==> src/rtl/vsd_pkg.sv <==
package vsd_pkg;
  // one measurement result, pulsed by the datapath once per line end or timeout
  typedef struct packed {
    logic       strobe;
    logic       valid;
    logic [3:0] code;
    logic       fmt;
  } meas_t;

  // host manual register layout
  typedef struct packed {
    logic       manual;
    logic       fmt;
    logic [3:0] code;
  } host_t;
endpackage

==> src/rtl/vsd_trs_parser.sv <==
module vsd_trs_parser (
  input  logic       clk,
  input  logic       rstN,
  input  logic [9:0] vidWord,
  output logic       eavHit,
  output logic       idHit,
  output logic       fieldBit,
  output logic       idFmt
);
  logic [9:0] hist1, hist2, hist3;
  logic       preamble;

  always_ff @(posedge clk or negedge rstN) begin
    if (!rstN) begin
      hist1 <= '0;
      hist2 <= '0;
      hist3 <= '0;
    end else begin
      hist3 <= hist2;
      hist2 <= hist1;
      hist1 <= vidWord;
    end
  end

  assign preamble = (hist3 == 10'h3FF) && (hist2 == 10'h000) && (hist1 == 10'h000);
  assign eavHit   = preamble && vidWord[9] && vidWord[6];
  assign idHit    = preamble && !vidWord[9];
  assign fieldBit = vidWord[8];
  assign idFmt    = vidWord[4];
endmodule

==> src/rtl/vsd_datapath.sv <==
module vsd_datapath
  import vsd_pkg::*;
#(
  parameter logic [127:0] LINE_WORDS = {16'd3456, 16'd2304, 16'd1135, 16'd1728,
                                        16'd3432, 16'd2288, 16'd910,  16'd1716},
  parameter int LINES_525 = 525,
  parameter int LINES_625 = 625,
  parameter int MAX_WORDS = 4095
) (
  input  logic       clk,
  input  logic       rstN,
  input  logic [9:0] vidWord,
  output meas_t      measOut
);
  localparam int WORD_W   = $clog2(MAX_WORDS + 1);
  localparam int LINE_MAX = ((LINES_525 > LINES_625) ? LINES_525 : LINES_625) + 1;
  localparam int LINE_W   = $clog2(LINE_MAX + 1);
  localparam int NUM_STD  = 8;

  logic              eavHit, idHit, fieldBit, idFmt;
  logic [WORD_W-1:0] wordCnt;
  logic              eavSeen;
  logic [LINE_W-1:0] lineCnt;
  logic              prevF, riseSeen, famValid, famPal, idFmtReg;
  logic [NUM_STD-1:0] matchVec;
  logic [3:0]        famMatch;
  logic [1:0]        subIdx;
  logic              candValid, candFmt, timeout, newFrame, is525, is625;

  vsd_trs_parser uParser (
    .clk      (clk),
    .rstN     (rstN),
    .vidWord  (vidWord),
    .eavHit   (eavHit),
    .idHit    (idHit),
    .fieldBit (fieldBit),
    .idFmt    (idFmt)
  );

  // one comparator per standard against its nominal line length
  for (genvar gi = 0; gi < NUM_STD; gi++) begin : gMatch
    assign matchVec[gi] = (int'(wordCnt) == int'(LINE_WORDS[gi*16 +: 16]));
  end

  always_comb begin
    famMatch = famPal ? matchVec[7:4] : matchVec[3:0];
    subIdx   = 2'd0;
    for (int k = 3; k >= 0; k--) begin
      if (famMatch[k]) subIdx = 2'(k);
    end
  end

  assign candValid = famValid && (|famMatch);
  assign candFmt   = (subIdx == 2'b11) && idFmtReg;
  assign timeout   = !eavHit && (wordCnt == WORD_W'(MAX_WORDS - 1));
  assign newFrame  = eavHit && fieldBit && !prevF;
  assign is525     = (int'(lineCnt) == LINES_525);
  assign is625     = (int'(lineCnt) == LINES_625);

  always_ff @(posedge clk or negedge rstN) begin
    if (!rstN) begin
      wordCnt  <= '0;
      eavSeen  <= 1'b0;
      lineCnt  <= '0;
      prevF    <= 1'b0;
      riseSeen <= 1'b0;
      famValid <= 1'b0;
      famPal   <= 1'b0;
      idFmtReg <= 1'b0;
      measOut  <= '0;
    end else begin
      measOut <= '0;
      if (idHit) idFmtReg <= idFmt;
      if (eavHit) begin
        wordCnt <= WORD_W'(1);
        eavSeen <= 1'b1;
        prevF   <= fieldBit;
        if (eavSeen) begin
          measOut.strobe <= 1'b1;
          measOut.valid  <= candValid;
          measOut.code   <= {famPal, subIdx};
          measOut.fmt    <= candFmt;
        end
        if (newFrame) begin
          lineCnt  <= LINE_W'(1);
          riseSeen <= 1'b1;
          if (riseSeen) begin
            famValid <= is525 || is625;
            famPal   <= is625;
          end
        end else if (lineCnt != LINE_W'(LINE_MAX)) begin
          lineCnt <= lineCnt + LINE_W'(1);
        end
      end else begin
        if (wordCnt != WORD_W'(MAX_WORDS)) wordCnt <= wordCnt + WORD_W'(1);
        if (timeout) begin
          measOut.strobe <= 1'b1;
          measOut.valid  <= 1'b0;
          eavSeen        <= 1'b0;
          riseSeen       <= 1'b0;
          famValid       <= 1'b0;
        end
      end
    end
  end
endmodule

==> src/rtl/vsd_control.sv <==
module vsd_control
  import vsd_pkg::*;
#(
  parameter int PERSIST = 8
) (
  input  logic       clk,
  input  logic       rstN,
  input  meas_t      meas,
  input  logic       hostWrEn,
  input  host_t      hostWr,
  output logic [3:0] detCode,
  output logic       detFmt,
  output logic       notLocked,
  output host_t      hostReg
);
  localparam int CNT_W = $clog2(PERSIST + 1);

  logic [4:0]       candReg;
  logic [CNT_W-1:0] persistCnt, nextCnt;
  logic             sameCand;

  always_comb begin
    sameCand = (persistCnt != '0) && ({meas.fmt, meas.code} == candReg);
    if (!sameCand)                          nextCnt = CNT_W'(1);
    else if (persistCnt == CNT_W'(PERSIST)) nextCnt = persistCnt;
    else                                    nextCnt = persistCnt + CNT_W'(1);
  end

  always_ff @(posedge clk or negedge rstN) begin
    if (!rstN) begin
      candReg    <= '0;
      persistCnt <= '0;
      detCode    <= 4'b0000;
      detFmt     <= 1'b0;
      notLocked  <= 1'b1;
      hostReg    <= '0;
    end else begin
      if (hostWrEn) hostReg <= hostWr;
      if (meas.strobe) begin
        if (!meas.valid) begin
          persistCnt <= '0;
          notLocked  <= 1'b1;
        end else begin
          candReg    <= {meas.fmt, meas.code};
          persistCnt <= nextCnt;
          if (nextCnt == CNT_W'(PERSIST)) begin
            detCode   <= meas.code;
            detFmt    <= meas.fmt;
            notLocked <= 1'b0;
          end
        end
      end
    end
  end
endmodule

==> src/rtl/vid_std_detect.sv <==
module vid_std_detect
  import vsd_pkg::*;
#(
  parameter logic [127:0] LINE_WORDS = {16'd3456, 16'd2304, 16'd1135, 16'd1728,
                                        16'd3432, 16'd2288, 16'd910,  16'd1716},
  parameter int LINES_525 = 525,
  parameter int LINES_625 = 625,
  parameter int MAX_WORDS = 4095,
  parameter int PERSIST   = 8
) (
  input  logic       clk,
  input  logic       rstN,
  input  logic [9:0] vidWord,
  input  logic       hostWrEn,
  input  logic [5:0] hostWrData,
  output logic [3:0] stdCode,
  output logic       fmtBit,
  output logic       notLocked
);
  meas_t      measBus;
  host_t      hostReg;
  logic [3:0] detCode;
  logic       detFmt;

  vsd_datapath #(
    .LINE_WORDS (LINE_WORDS),
    .LINES_525  (LINES_525),
    .LINES_625  (LINES_625),
    .MAX_WORDS  (MAX_WORDS)
  ) uDatapath (
    .clk     (clk),
    .rstN    (rstN),
    .vidWord (vidWord),
    .measOut (measBus)
  );

  vsd_control #(.PERSIST(PERSIST)) uControl (
    .clk       (clk),
    .rstN      (rstN),
    .meas      (measBus),
    .hostWrEn  (hostWrEn),
    .hostWr    (host_t'(hostWrData)),
    .detCode   (detCode),
    .detFmt    (detFmt),
    .notLocked (notLocked),
    .hostReg   (hostReg)
  );

  assign stdCode = hostReg.manual ? hostReg.code : detCode;
  assign fmtBit  = hostReg.manual ? hostReg.fmt  : detFmt;
endmodule

==> config.mk <==
export PLATFORM = sky130hd
export DESIGN_NAME = vid_std_detect
export DESIGN_NICKNAME = d
export VERILOG_FILES = /design/src/rtl/vsd_pkg.sv /design/src/rtl/vsd_trs_parser.sv /design/src/rtl/vsd_datapath.sv /design/src/rtl/vsd_control.sv /design/src/rtl/vid_std_detect.sv
export SDC_FILE = /design/constraint.sdc
export NUM_CORES = 1
export LEC_CHECK = 0
export ABC_AREA = 1
export ABC_CLOCK_PERIOD_IN_PS = 3800
export BUFFER_PORTS_ARGS = -buffer_cell sky130_fd_sc_hd__buf_2
export CAP_MARGIN = 20
export CORE_MARGIN = 2
export CORE_UTILIZATION = 50
export CTS_CLUSTER_SIZE = 20
export DETAILED_ROUTE_END_ITERATION = 10
export GPL_TIMING_DRIVEN = 0
export PLACE_DENSITY_LB_ADDON = 0.12
export SYNTH_ARGS = -nofsm -noshare
export SYNTH_HDL_FRONTEND = slang
export SYNTH_SLANG_ARGS = --single-unit
==> constraint.sdc <==
create_clock -name clk -period 3.8 [get_ports clk]
set_clock_uncertainty 0.05 [all_clocks]
set_input_delay 0.38 -clock clk [delete_from_list [all_inputs] [get_ports clk]]
set_output_delay 0.38 -clock clk [all_outputs]
set_load 0.01 [all_outputs]
Yosys cells after proc, flatten, opt, wreduce, memory -nomap -nowiden
Index checks and enable logic that the tools add are counted.
{"block": "totals", "ff_bits": 86, "input_bits": 19, "out_inout_bits": 6}
{"block": "classes", "add_sub_neg": 3, "eq_ne": 21, "mux": 27, "reduce_logical": 29}
{"cell": "$eq 12x12->1 const B", "count": 6}
{"cell": "$eq 12x11->1 const B", "count": 3}
{"cell": "$eq 10x10->1 const B", "count": 3}
{"cell": "$mux 12", "count": 2}
{"cell": "$logic_not 10->1", "count": 2}
{"cell": "$mux 10", "count": 2}
{"cell": "$mux 4", "count": 5}
{"cell": "$add 12x1->12 const B", "count": 1}
{"cell": "$mux 2", "count": 6}
{"cell": "$ne 12x12->1 const B", "count": 1}
{"cell": "$logic_and 1x1->1", "count": 11}
{"cell": "$add 10x1->10 const B", "count": 1}
{"cell": "$mux 1", "count": 10}
{"cell": "$ne 10x10->1 const B", "count": 1}
{"cell": "$reduce_and 3->1", "count": 3}
{"cell": "$eq 4x4->1 const B", "count": 2}
{"cell": "$reduce_and 2->1", "count": 4}
{"cell": "$mux 7", "count": 1}
{"cell": "$reduce_bool 2->1", "count": 3}
{"cell": "$eq 5x5->1", "count": 1}
{"cell": "$mux 5", "count": 1}
{"cell": "$add 4x1->4 const B", "count": 1}
{"cell": "$ne 2x2->1 const B", "count": 2}
{"cell": "$reduce_bool 4->1", "count": 1}
{"cell": "5 further kinds", "count": 7}

Logic depth before layout (Yosys ltp)
{"block": "depth", "word_depth": 10, "mapped_depth": 11}

Cells and area by module
A second synthesis with hierarchy kept.
{"block": "hier_totals", "hier_cells": 525, "hier_area_um2": 4226.6}
{"module": "vsd_datapath", "n_inst": 1, "cells_each": 287, "area_per_inst_um2": 2077.0, "seq_area_each_um2": 850.8}
{"module": "vsd_control", "n_inst": 1, "cells_each": 137, "area_per_inst_um2": 1124.8, "seq_area_each_um2": 526.8}
{"module": "vsd_trs_parser", "n_inst": 1, "cells_each": 85, "area_per_inst_um2": 964.7, "seq_area_each_um2": 750.7}
{"module": "vid_std_detect", "n_inst": 1, "cells_each": 16, "area_per_inst_um2": 60.1, "seq_area_each_um2": 0.0}

Least setup slack after synthesis
Ideal clock, no wire load.
{"block": "synth_timing", "path_kind": "reg-to-reg", "from": "reg uControl.persistCnt[0]", "to": "reg uControl.detCode[0]", "setup_ns": 0.118, "arrival_time_ns": 1.390, "t_required_ns": 3.632, "path_slack_ns": 2.242, "path_stages_with_launch": 11, "path_buffers": 0, "period_less_slack_ns": 1.558, "path_cell_list": "dfrtp_1 -> inv_1 -> ha_1 -> nand3_2 -> nand3_1 -> nor2_2 -> nand4_1 -> nor2_2 -> nand2_2 -> nand2_1 -> nand2_1"}
{"block": "synth_between", "elab_chain_cells": 5, "elab_cells_between_ends": 8}
{"element": "start, declared", "line": "vsd_control.sv:19", "rtl": "logic [CNT_W-1:0] persistCnt, nextCnt;"}
{"element": "start signal, assigned", "line": "vsd_control.sv:45", "rtl": "persistCnt <= nextCnt;"}
{"element": "$add 4x1->4 (tied with other cells)", "line": "vsd_control.sv:26", "rtl": "else nextCnt = persistCnt + CNT_W'(1);"}
{"element": "$mux 4 / $logic_and 1x1->1 (equally long branches)", "line": "vsd_control.sv:25, vsd_control.sv:23"}
{"element": "$mux 4 *", "line": "vsd_control.sv:24", "rtl": "if (!sameCand) nextCnt = CNT_W'(1);"}
{"element": "$eq 4x4->1 *", "line": "vsd_control.sv:46", "rtl": "if (nextCnt == CNT_W'(PERSIST)) begin"}
{"element": "$reduce_and 3->1 (no source line) *"}
{"element": "end signal, assigned", "line": "vsd_control.sv:47", "rtl": "detCode <= meas.code;"}
{"element": "end, declared", "line": "vsd_control.sv:11", "rtl": "output logic [3:0] detCode,"}
Mark *: on every way between the ends. The rest lies on a longest branch, timed or not.
A chain may end at the register's enable or synchronous reset.

Worst setup path in the final report
{"block": "layout_timing", "from": "reg uDatapath.uParser.hist1[0]", "to": "reg uDatapath.lineCnt[2]"}
{"block": "layout_between", "elab_chain_cells": 8, "elab_cells_between_ends": 9}
{"element": "start, declared", "line": "vsd_trs_parser.sv:10", "rtl": "logic [9:0] hist1, hist2, hist3;"}
{"element": "start signal, assigned", "line": "vsd_trs_parser.sv:21", "rtl": "hist1 <= vidWord;"}
{"element": "$logic_not 10->1 *", "line": "vsd_trs_parser.sv:25", "rtl": "assign preamble = (hist3 == 10'h3FF) && (hist2 == 10'h000) && (hist1 == 10'h000);"}
{"element": "$logic_and 1x1->1 *", "line": "vsd_trs_parser.sv:25"}
{"element": "$logic_and 1x1->1 * (2 in a row)", "line": "vsd_trs_parser.sv:26", "rtl": "assign eavHit = preamble && vidWord[9] && vidWord[6];"}
{"element": "$logic_and 1x1->1 (2 in a row)", "line": "vsd_datapath.sv:56", "rtl": "assign newFrame = eavHit && fieldBit && !prevF;"}
{"element": "$reduce_bool 2->1 (no source line)"}
{"element": "$reduce_and 2->1 (no source line)"}
{"element": "end signal, assigned", "line": "vsd_datapath.sv:92", "rtl": "lineCnt <= lineCnt + LINE_W'(1);"}
{"element": "end, declared", "line": "vsd_datapath.sv:23", "rtl": "logic [LINE_W-1:0] lineCnt;"}
Marked as above.

==> impl_metrics.py <==
metrics = {
    "clock_tree": {
        "clock_sinks": 83,
        "ctsResizeCount": 0,
        "cts_tree": "built",
        "clk-insertion-delay-late_ns": 0.36,
        "root_buffer": "clkbuf_8",
        "clk_pin_slew_worst_paths_ns": 0.10,
        "ctsHtreeMaxLevel": 3,
        "cts_buffer_depth": 2,
        "numCtsBuffers": 9,
    },
    "drt": {
        "drt-total-wl_um": 8432,
        "firstDrtPassIters": 4,
        "ant_nets": 0,
        "wl_per_cell_um": 12.59,
        "avgViaCountPerCell": 4.915,
        "drt-initial-drc-count": 105,
        "drc_errors": 0,
        "num_vias": 3293,
    },
    "final_layout": {
        "final_cell_mix": "nand2_1 (123), dfrtp_1 (82), inv_1 (73), nor2_1 (60), nand3_1 (29)",
        "fin_util_pct": 57.53,
        "diodes": 0,
        "fillers": 756,
        "seq_area_um2": 2078,
        "final_common_cell": "nand2_1",
        "drive_gt1_share_pct": 15.58,
        "area_growth_pct": 11.32,
        "nNetsFinal": 587,
        "fin_cells": 670,
        "multiInputGateArea_um2": 1819,
    },
    "place": {
        "routabilityCongestion": 0.8730,
        "numPlacedInstances": 653,
        "dp_hpwl_um": 6408,
        "numPortBuffers": 24,
    },
    "sta": {
        "rsz0062_at_grt": "false",
        "max_freq_mhz": 549.4,
        "period_needed_ns": 1.820,
        "worst_pin_slew_ns": 0.4414,
        "hold_slack_ns": 0.06403,
        "hold_viol_final": 0,
        "finalMaxSlewViolations": 0,
        "setup_tns_ns": 0,
        "finalCritPeriodShare_pct": 47.90,
        "timing.slew.headroom_pct": 70.57,
        "finalSetupViolCount": 0,
    },
    "logic_synthesis": {
        "syn_inst": 523,
        "post_synth_instance_area_um2": 4268,
        "synth_top_area_cell": "dfrtp_1",
        "yosysTopAreaCellShare_pct": 48.08,
        "synth.distinct_cells": 44,
        "avgSynthCellArea_um2": 8.160,
        "syn_nets": 550,
        "synth_seq_cells": 83,
        "synth.area.top_cells": "dfrtp_1 (48%), nand2_1 (11%), inv_1 (6.4%)",
        "yosysWarnings": 0,
        "ys_seq_area_share_pct": 48.70,
    },
    "pwr": {
        "power_leakage_uw": 0.002340,
        "peakVddDrop_uv": 149.2,
        "power_uw": 1634,
        "power.density_nw_per_um2": 344.0,
    },
    "die": {
        "dieArea_um2": 9291,
        "die_x_um": 96.39,
        "ios": 25,
        "die_h_um": 96.39,
        "start_util_pct": 51.68,
        "core_region_area_um2": 8258,
        "num_rows": 33,
    },
    "worst_setup_path": {
        "critPathRequiredTime_ns": 3.99,
        "critPathMaxFanout": 8,
        "end_kind": "flop",
        "worstPathArrival_ns": 2.01,
        "cp-start-kind": "flop",
        "worst-setup-path-type": "reg -> reg",
    },
    "flow_run": {
        "drv_cap": 0,
    },
    "run_status": {
        "status": "finished, final reports clean",
    },
    "grt": {
        "antenna_found_initial": 0,
        "globalRouteOverflowTotal": 0,
        "track_usage_pct": 20.26,
        "first_global_vias": 3290,
        "grt_first_pass_wirelength_um": 14320,
        "grt_max_degree": 53,
    },
    "worst_hold_path": {
        "hp-class": "in -> reg",
    },
}
## through the flow
step | setup WS [ns] | cell area [µm²]
floorplan | 2.242 | 4268
global placement | 1.646 | 4519
detailed placement | 1.982 | 4549
CTS | 1.957 | 4751
global route | 1.795 | 4751
finish | 1.980 | 4751
## cells in the mapped netlist, drive strengths merged
| master | n |
|---|---|
| a31oi | 2 |
| dfrtp | 82 |
| xnor2 | 3 |
| nand3 | 32 |
| clkinv | 1 |
| mux2 | 1 |
| and2 | 1 |
| o211ai | 2 |
| a41oi | 1 |
| xor2 | 9 |
| nor2 | 69 |
| clkbuf | 2 |
| nand4 | 16 |
| dfstp | 1 |
| nor3b | 1 |
| nand3b | 6 |
| o21ai | 28 |
| ha | 8 |
| buf | 5 |
| or2 | 1 |
| and3 | 2 |
| a211oi | 1 |
| nor4 | 1 |
| inv | 83 |
| a21oi | 18 |
| o22ai | 1 |
| nand2 | 131 |
| o32ai | 1 |
| nor3 | 12 |
| a21boi | 1 |
| o21bai | 1 |
## metal layers
| metal | global-route usage (%) | up-vias | wire length, µm |
|---|---|---|---|
| met5 | 0 | - | 0 |
| met3 | 4.422 | 12 | 199 |
| met2 | 34.14 | 32 | 4130 |
| met4 | 8.216 | 0 | 136 |
| li1 | - | 1733 | - |
| met1 | 25.38 | 1516 | 3966 |
## final cells by class
class	count	area share, %
Tap cell	105	2.765
Sequential cell	83	43.74
Buffer	7	1.159
Multi-Input combinational cell	349	38.29
Clock inverter	7	1.422
Clock buffer	9	2.607
Timing Repair Buffer	26	3.371
Inverter	84	6.637
## cells by family (layout without fill, tap and decap cells)
| logic type | count (synthesis) | in the layout | synth area share, % |
|---|---|---|---|
| compound gates | 56 | 56 | 7.388 |
| xor+xnor | 12 | 12 | 2.463 |
| flops | 83 | 83 | 48.70 |
| buf+inv | 91 | 133 | 8.678 |
| fa+ha+maj | 8 | 8 | 2.345 |
| simple gates | 272 | 272 | 30.17 |
| mux | 1 | 1 | 0.2638 |
## timing repair
item | 4_1_cts | 5_1_grt
hold buffers | 1 | 0
hold endpoints to repair | 30 | 0
setup buffers | 0 | 0
## path summary, 6_finish.rpt
check / end / slack, ns / cells after the start / startpoint
hold reg to reg: uDatapath.uParser.hist2[4]$_DFF_PN0_ / 0.34 / 0 / uDatapath.uParser.hist1[4]$_DFF_PN0_
hold / removal: uDatapath.uParser.hist1[0]$_DFF_PN0_ / 0.06 / 1 / vidWord[0]
max in group asynchronous: uDatapath.measOut[0]$_DFF_PN0_ / 2.66 / 3 / rstN
min in group asynchronous: uDatapath.uParser.hist3[2]$_DFF_PN0_ / 0.44 / 2 / rstN
setup / recovery: uDatapath.lineCnt[2]$_DFFE_PN0P_ / 1.98 / 8 / uDatapath.uParser.hist1[0]$_DFF_PN0_
setup reg to reg: uDatapath.lineCnt[2]$_DFFE_PN0P_ / 1.98 / 8 / uDatapath.uParser.hist1[0]$_DFF_PN0_
## registers in the layout, indices dropped and copies added, names as in the netlist
signal and cells:
uDatapath.prevF 1, uDatapath.famValid 1, uDatapath.lineCnt 10, uDatapath.eavSeen 1
uControl.hostReg 6, uControl.detCode 3, uDatapath.famPal 1, uControl.detFmt 1
uDatapath.measOut 6, uDatapath.idFmtReg 1, uControl.persistCnt 4, uControl.notLocked 1
uDatapath.uParser.hist3 10, uControl.candReg 4, uDatapath.riseSeen 1, uDatapath.wordCnt 12
uDatapath.uParser.hist1 10, uDatapath.uParser.hist2 10
## power breakdown
part	leakage (µW)	internal [µW]	switching [µW]	total, µW
Combinational	0.00121	31.0	56.5	87.5
Clock	0.0000958	256	365	621
Sequential	0.00103	908	18.1	926
## worst max-delay path, stage by stage (launching register included)
cell and delay (ns):
dfrtp_1 0.43, nor2_1 0.13, nand2_1 0.09, nor2_1 0.12, nand2_1 0.07, nor2_2 0.20, nand2_2 0.17, nor3_4 0.33
nor2_1 0.10
Power figures use the tool's default switching activity.
